==> src/rtl/syn_exp_pkg.sv <==
`timescale 1ns/1ps
package syn_exp_pkg;
  localparam int GF_M = 13;
  typedef logic [GF_M-1:0] gf_t;
  // low terms of the field polynomial: x^4 + x^3 + x + 1
  localparam gf_t GF_LOW = 13'h001B;

  typedef enum logic [1:0] {ST_IDLE, ST_ODD, ST_EVEN, ST_FIN} st_e;

  // multiply by alpha (x) with reduction
  function automatic gf_t gf_xtime(gf_t a);
    return {a[GF_M-2:0], 1'b0} ^ (a[GF_M-1] ? GF_LOW : '0);
  endfunction

  function automatic logic [4:0] cap_decode(logic [2:0] c);
    case (c)
      3'd0:    return 5'd2;
      3'd1:    return 5'd4;
      3'd2:    return 5'd8;
      3'd3:    return 5'd12;
      3'd4:    return 5'd24;
      default: return 5'd2;
    endcase
  endfunction
endpackage

==> src/rtl/syn_gf_mult.sv <==
`timescale 1ns/1ps
module syn_gf_mult
  import syn_exp_pkg::*;
(
  input  gf_t a,
  input  gf_t b,
  output gf_t p
);
  // Horner-style shift and add, MSB of b first
  always_comb begin
    gf_t acc;
    acc = '0;
    for (int i = GF_M-1; i >= 0; i--) begin
      acc = gf_xtime(acc) ^ (b[i] ? a : '0);
    end
    p = acc;
  end
endmodule

==> src/rtl/syn_gf_square.sv <==
`timescale 1ns/1ps
module syn_gf_square
  import syn_exp_pkg::*;
(
  input  gf_t a,
  output gf_t p
);
  localparam int WW = 2*GF_M - 1;

  // squaring spreads bit i to bit 2i, then folds the top half back
  always_comb begin
    logic [WW-1:0] w;
    w = '0;
    for (int i = 0; i < GF_M; i++) begin
      w[2*i] = a[i];
    end
    for (int k = WW-1; k >= GF_M; k--) begin
      if (w[k]) begin
        w[k] = 1'b0;
        w[k-GF_M +: GF_M] = w[k-GF_M +: GF_M] ^ GF_LOW;
      end
    end
    p = w[GF_M-1:0];
  end

  always_comb begin
    // a zero input never becomes a nonzero square
    p_sq_zero_r5: assert (a != '0 || p == '0);
  end
endmodule

==> src/rtl/syn_store.sv <==
`timescale 1ns/1ps
module syn_store
  import syn_exp_pkg::*;
#(
  parameter int DEPTH = 48,
  parameter int IDX_W = 6
) (
  input  logic             clk,
  input  logic             rst_n,
  input  logic             clear,
  input  logic             we,
  input  logic [IDX_W-1:0] waddr,
  input  gf_t              wdata,
  input  logic [IDX_W-1:0] ra_a,
  output gf_t              rd_a,
  input  logic [IDX_W-1:0] ra_b,
  output gf_t              rd_b
);
  localparam int AW = (DEPTH > 1) ? $clog2(DEPTH) : 1;
  localparam logic [IDX_W-1:0] LAST = IDX_W'(DEPTH);

  gf_t mem [DEPTH];

  always_ff @(posedge clk or negedge rst_n) begin
    if (!rst_n) begin
      for (int i = 0; i < DEPTH; i++) mem[i] <= '0;
    end else if (clear) begin
      for (int i = 0; i < DEPTH; i++) mem[i] <= '0;
    end else if (we && waddr != '0 && waddr <= LAST) begin
      mem[AW'(waddr - IDX_W'(1))] <= wdata;
    end
  end

  assign rd_a = (ra_a != '0 && ra_a <= LAST) ? mem[AW'(ra_a - IDX_W'(1))] : '0;
  assign rd_b = (ra_b != '0 && ra_b <= LAST) ? mem[AW'(ra_b - IDX_W'(1))] : '0;

  // after a clear every read returns zero
  p_clear_zero_r7: assert property (@(posedge clk) disable iff (!rst_n)
    clear |=> (rd_a == '0 && rd_b == '0));
endmodule

==> src/rtl/syn_expand.sv <==
`timescale 1ns/1ps
module syn_expand
  import syn_exp_pkg::*;
#(
  parameter int MAX_T = 24,
  localparam int NSYN = 2*MAX_T,
  localparam int RI_W = $clog2(MAX_T),
  localparam int SI_W = $clog2(NSYN+1)
) (
  input  logic            clk,
  input  logic            rst_n,
  input  logic            start,
  input  logic [2:0]      cap_sel,
  input  logic            rem_valid,
  output logic            rem_ready,
  input  logic [RI_W-1:0] rem_idx,
  input  logic [GF_M-1:0] rem_data,
  output logic            done,
  input  logic [SI_W-1:0] rd_idx,
  output logic [GF_M-1:0] rd_syn
);
  localparam int JW = $clog2(GF_M);

  st_e                        state;
  logic [RI_W-1:0]            k_q;
  logic [JW-1:0]              j_q;
  logic [SI_W-1:0]            e_q, t_q;
  gf_t                        beta_q, cur_q, acc_q;
  logic                       done_q;
  logic [MAX_T-1:0][GF_M-1:0] rem_q;

  gf_t             mul_out, sq_in, sq_out, acc_nx;
  logic            rbit, last_j, last_k, accept;
  logic [SI_W-1:0] t_new;
  logic [4:0]      cap_t;
  logic            st_we;
  logic [SI_W-1:0] st_waddr;
  gf_t             st_wdata;

  assign rem_ready = (state == ST_IDLE);
  assign done      = done_q;
  assign accept    = start && (state == ST_IDLE);

  // remainder words: taken only while idle
  always_ff @(posedge clk or negedge rst_n) begin
    if (!rst_n) rem_q <= '0;
    else if (rem_valid && rem_ready && ({1'b0, rem_idx} < (RI_W+1)'(MAX_T)))
      rem_q[rem_idx] <= rem_data;
  end

  assign cap_t  = cap_decode(cap_sel);
  assign t_new  = (int'(cap_t) > MAX_T) ? SI_W'(MAX_T) : SI_W'(cap_t);
  assign rbit   = rem_q[k_q][j_q];
  assign acc_nx = acc_q ^ (rbit ? cur_q : '0);
  assign last_j = (j_q == JW'(GF_M-1));
  assign last_k = ((SI_W'(k_q) + SI_W'(1)) == t_q);

  syn_gf_mult u_mult (.a(cur_q), .b(beta_q), .p(mul_out));
  syn_gf_square u_sq (.a(sq_in), .p(sq_out));

  always_comb begin
    st_we    = 1'b0;
    st_waddr = '0;
    st_wdata = '0;
    case (state)
      ST_ODD: if (last_j) begin
        st_we    = 1'b1;
        st_waddr = SI_W'({k_q, 1'b1});
        st_wdata = acc_nx;
      end
      ST_EVEN: begin
        st_we    = 1'b1;
        st_waddr = SI_W'({e_q, 1'b0});
        st_wdata = sq_out;
      end
      default: ;
    endcase
  end

  syn_store #(.DEPTH(NSYN), .IDX_W(SI_W)) u_store (
    .clk(clk), .rst_n(rst_n), .clear(accept),
    .we(st_we), .waddr(st_waddr), .wdata(st_wdata),
    .ra_a(rd_idx), .rd_a(rd_syn),
    .ra_b(e_q), .rd_b(sq_in)
  );

  always_ff @(posedge clk or negedge rst_n) begin
    if (!rst_n) begin
      state  <= ST_IDLE;
      k_q    <= '0;
      j_q    <= '0;
      e_q    <= '0;
      t_q    <= '0;
      beta_q <= '0;
      cur_q  <= '0;
      acc_q  <= '0;
      done_q <= 1'b0;
    end else begin
      case (state)
        ST_IDLE: if (start) begin
          t_q    <= t_new;
          k_q    <= '0;
          j_q    <= '0;
          beta_q <= gf_t'(2);
          cur_q  <= gf_t'(1);
          acc_q  <= '0;
          done_q <= 1'b0;
          state  <= ST_ODD;
        end
        ST_ODD: begin
          if (last_j) begin
            if (last_k) begin
              e_q   <= SI_W'(1);
              state <= ST_EVEN;
            end else begin
              k_q    <= k_q + RI_W'(1);
              j_q    <= '0;
              beta_q <= gf_xtime(gf_xtime(beta_q));
              cur_q  <= gf_t'(1);
              acc_q  <= '0;
            end
          end else begin
            j_q   <= j_q + JW'(1);
            cur_q <= mul_out;
            acc_q <= acc_nx;
          end
        end
        ST_EVEN: begin
          if (e_q == t_q) state <= ST_FIN;
          else            e_q   <= e_q + SI_W'(1);
        end
        ST_FIN: begin
          done_q <= 1'b1;
          state  <= ST_IDLE;
        end
        default: state <= ST_IDLE;
      endcase
    end
  end

  // accepted start drops done
  p_start_clears_done_r7: assert property (@(posedge clk) disable iff (!rst_n)
    accept |=> !done);
  // done only rises one cycle after the final even write
  p_done_after_write_r6: assert property (@(posedge clk) disable iff (!rst_n)
    $rose(done) |-> ($past(st_we, 2) && $past(state) == ST_FIN));
  // never done while busy
  p_busy_no_done_r6: assert property (@(posedge clk) disable iff (!rst_n)
    (state != ST_IDLE) |-> !done);
  // remainder words frozen while not ready
  p_rem_hold_r8: assert property (@(posedge clk) disable iff (!rst_n)
    !rem_ready |=> $stable(rem_q));
endmodule

==> config.mk <==
export PLATFORM = sky130hd
export DESIGN_NAME = syn_expand
export DESIGN_NICKNAME = d
export VERILOG_FILES = /design/src/rtl/syn_exp_pkg.sv /design/src/rtl/syn_gf_mult.sv /design/src/rtl/syn_gf_square.sv /design/src/rtl/syn_store.sv /design/src/rtl/syn_expand.sv
export SDC_FILE = /design/constraint.sdc
export NUM_CORES = 2
export LEC_CHECK = 0
export ABC_CLOCK_PERIOD_IN_PS = 8790
export BUFFER_PORTS_ARGS = -buffer_cell sky130_fd_sc_hd__buf_2
export CAP_MARGIN = 5
export CORE_MARGIN = 10
export CORE_UTILIZATION = 24
export DETAILED_ROUTE_END_ITERATION = 16
export GPL_TIMING_DRIVEN = 0
export HOLD_SLACK_MARGIN = 0.1
export PLACE_DENSITY = 0.47
export REMOVE_ABC_BUFFERS = 1
export SLEW_MARGIN = 25
export SYNTH_ARGS = -nofsm -noshare
export SYNTH_HDL_FRONTEND = slang
export SYNTH_HIERARCHICAL = 1
export SYNTH_SLANG_ARGS = --single-unit
==> constraint.sdc <==
create_clock -name clk -period 8.79 [get_ports clk]
set_input_delay 0.879 -clock clk [delete_from_list [all_inputs] [get_ports clk]]
set_output_delay 0.879 -clock clk [all_outputs]
set_load 0.005 [all_outputs]
==> summary.txt <==
Synth
  • Flip-flop and latch count after synthesis: 997
  • Yosys top cell area share: 43.24%
  • Mean Syn Cell Area: 11.91 µm²
  • Number of warning messages in the yosys log: 6
  • Most area-consuming cells after synthesis: dfrtp_1, mux4_2, mux2i_1
  • Biggest area consumer among synthesized cells: dfrtp_1
  • Fraction of registers with async set or reset after synthesis: 100.0%
  • Number of enable flip-flop cells after synthesis: 0
  • Netlist cell types: 86
  • Mapped Area: between 0.05 and 0.06 mm²
  • Post-Syn Instances: ~4800
  • Most used DFF post-synth: dfrtp_1
  • Sequential share of the synthesized area: 43.24%

Finish
  • Post-route cell area: 0.06630 mm²
  • Number of fill cells: ~24000
  • # nets final: 4729
  • Register cell area after layout: 0.02496 mm²
  • Area Overhead vs Synth: 14.90%
  • Fraction of the core area covered by cells at the end of the flow: 27.80%
  • Fraction of layout instances using a drive strength above 1: roughly 25%
  • Non-filler cells in the finished layout: just under 8000
  • Multi-input combinational cell area: 0.03073 mm²

Place
  • # placed instances: around 7700
  • Count of port buffers added during placement: 45
  • Placer's final routability congestion estimate: 0.7936
  • Placement Cell Area: 0.06253 mm²
  • HPWL after detailed placement: roughly 130000 µm
  • Post-placement worst setup slack: roughly 1.8 ns

Pwr
  • Overall power after layout: 15.92 mW
  • Maximum vdd drop: 0.0001692 V
  • Lkg Pwr: 28.29 nW
  • PwrDens: approximately 240 mW/mm²

Worst setup path
  • Cells along the critical path: buf_16, buf_16, buf_16, inv_1, ha_4, xnor2_2, buf_8, buf_6, nand2_1, a31oi_1, nand3_1, a21boi_1, xnor2_1, xnor2_1, a32oi_1, o21ai_0, a31o_4, mux2i_1, nor2_1
  • Worst endpoint required time: 9.46 ns
  • Slowest cell on crit path: a21boi_1
  • Kind of cell adding the most delay to the critical path: compound AO/OA/AOI/OAI gates
  • Highest net fanout along the worst path: 48
  • Instance count on the critical path: 19
  • CP Class: reg -> reg
  • Top cell by count, worst path: buf_16
  • Maximum single-stage delay on the critical path: 0.80 ns
  • CP Buf/Inv Count: 6
  • Reg2reg path depth: 19
  • Startpoint Class: flop
  • Critical Path End Type: flop
  • Data arrival time of the critical path: 7.92 ns

Timing
  • Unrepaired setup endpoints after global routing: no
  • Setup-failing EPs final: 0
  • Actual transition at the worst max-transition pin: 1.209 ns
  • Worst setup margin: 1.544 ns
  • Layout Skew: 0.08256 ns
  • Achievable clock frequency: 0.1380 GHz
  • Final setup TNS: 0 ns
  • Headroom to the max-slew limit: 19.03%
  • Final Hold Slack: 0.4019 ns
  • Hold Vio Cnt, Final: 0
  • Share of the clock period used by the worst path after layout: between 80% and 90%
  • Post-route minimum period: around 7.2 ns
  • Final Max Tran Viols: 0

Run status
  • Outcome: finished clean

Global route
  • Largest net degree at the start of global routing: between 100 and 150
  • Via count of the first global-routing pass: 39500
  • Wire length of the first global-routing pass: 279600 µm
  • GRT Total Usage: ~14%
  • Antenna violations before repair: 16
  • Total overflow reported by the global router: 0

Clock tree
  • Buffer count from post-CTS setup fixing: 0
  • Later-pin clock latency in the skew report: 0.78 ns
  • TritonCTS clock tree: yes
  • Clock Sinks: roughly 1000
  • Number of CTS-inserted buffers: 112
  • Longest Clk Path Bufs: 3
  • Clock-pin slew of the registers on the worst-case setup and hold paths: 0.06 ns
  • Max H-tree Level: 3
  • CTS Root Buffer Type: clkbuf_16

Floorplan
  • Die Wd: 510.3 µm
  • Initial core utilization: 24.19%
  • Height of the die: roughly 510 µm
  • Number of I/O pins: 46
  • Placeable core region: 0.2385 mm²
  • Die Footprint: 0.2604 mm²
  • Row count: 179

Drt
  • 1st-iter DRT viols: 3554
  • Post-detailed-route count of antenna-violating nets: 0
  • Detailed-routing iteration count for the pre-antenna-repair pass: 6
  • Routed via count: between 30000 and 40000
  • Wire length after detailed routing: 187400 µm
  • Post-route DRC: 0
  • Average routed wire per standard cell: 23.58 µm
  • Per-cell via count in the routed design: between 4 and 5

Min path
  • Cell count of the worst hold path: 3
  • Path category of the worst min-delay check: in -> reg

Flow run
  • Max-cap violations: 0
==> cells in the mapped netlist (all sizes together) (4+ instances only) <==
cell	n
nor3b	11
a31o	14
nand4	7
a22o	23
a32oi	29
and3	5
a21oi	44
o31ai	9
xnor2	162
nor2	684
a2111oi	10
a211oi	20
xor2	61
a222oi	12
nand2	451
mux4	391
and2	25
nor2b	19
dfrtp	997
a22oi	42
nand3b	18
or4	7
nor3	43
a2111o	5
nor4	9
buf	217
mux2i	650
mux2	321
ha	13
o22ai	13
a31oi	31
clkbuf	250
xnor3	4
nand3	72
nand4b	4
nor4b	13
inv	36
a211o	18
nand2b	17
o221ai	6
o21ai	41
o2111a	11
==> layout by cell type, fill, tap and decap left out, types with 28 or more instances in the layout <==
| cell | count |
|---|---|
| dfrtp_1 | 992 |
| nor2_1 | 674 |
| mux2i_1 | 650 |
| nand2_1 | 448 |
| mux4_2 | 383 |
| mux2_2 | 320 |
| xnor2_1 | 151 |
| clkbuf_16 | 112 |
| nand3_1 | 70 |
| xor2_1 | 57 |
| a21oi_1 | 44 |
| buf_2 | 43 |
| o21ai_0 | 41 |
| buf_6 | 41 |
| buf_16 | 41 |
| a22oi_1 | 40 |
| inv_1 | 35 |
| a32oi_1 | 28 |
| buf_8 | 28 |
==> layer usage <==
metal  up-vias  global-route usage [%]  part of all wire, %
met1     20930                   20.05                   46
met3       269                   2.676                  5.9
li1      17110                       -                    -
met5         -                       0                0.047
met4        14                   3.810                  2.6
met2      1050                   21.82                   46
==> flip-flops by register name, summed over array words and instances (netlist names), 5 cells and up <==
register     flops
rem_q          312
cur_q           13
beta_q          13
acc_q           13
k_q              5
e_q              6
u_store/mem    624
==> power by group <==
group	switching, mW	internal [mW]
Clock	2.06	2.80
Combinational	3.58	2.00
Sequential	0.520	4.96
==> worst min-delay path: cells and delay by family <==
family | cells | cell delay [ns]
buf+inv | 1 | 0.11
compound gates | 1 | 0.07
simple gates | 1 | 0.06
==> repair_timing <==
item,in CTS,in global routing
endpoints found under the setup margin,0,0
hold buffers,1,0
hold endpoints to repair,26,0
resized for setup,0,0
==> cells by family (layout without fill, tap and decap cells) <==
family                     after synthesis  count (layout)  synth area share, %
xor gates and xnor gates               227             227                3.632
buffers and inverters                  503             431                4.311
AOI/OAI and AO/OA                      345             345                4.768
other                                    0               6                    0
adders and majority gates               13              13               0.2819
DFF                                    997             997                43.24
and+or+nand+nor                       1398            1398                10.91
muxes                                 1362            1362                32.86
==> worst paths after layout <==
path / slack [ns] / endpoint / startpoint
max: 1.54 / u_store/mem[439] / e_q[0]
max reg2reg: 1.54 / u_store/mem[439] / e_q[0]
min: 0.40 / t_q[3] / cap_sel[1]
min in group asynchronous: 0.55 / u_store/mem[421] / rst_n
max in group asynchronous: 5.35 / rem_q[8] / rst_n
min reg2reg: 0.50 / rem_q[125] / rem_q[125]
==> layout make-up <==
type | count | share of cell area (%)
diodes | 6 | 0.02265
multi-input cells | 3345 | 46.34
repair buffers | 193 | 4.135
clock inverters | 42 | 0.8247
clock buffers | 160 | 4.831
well taps | 3167 | 5.977
flip-flops and latches | 997 | 37.65
inverters | 36 | 0.2151
(Power assumes the default switching activity.)
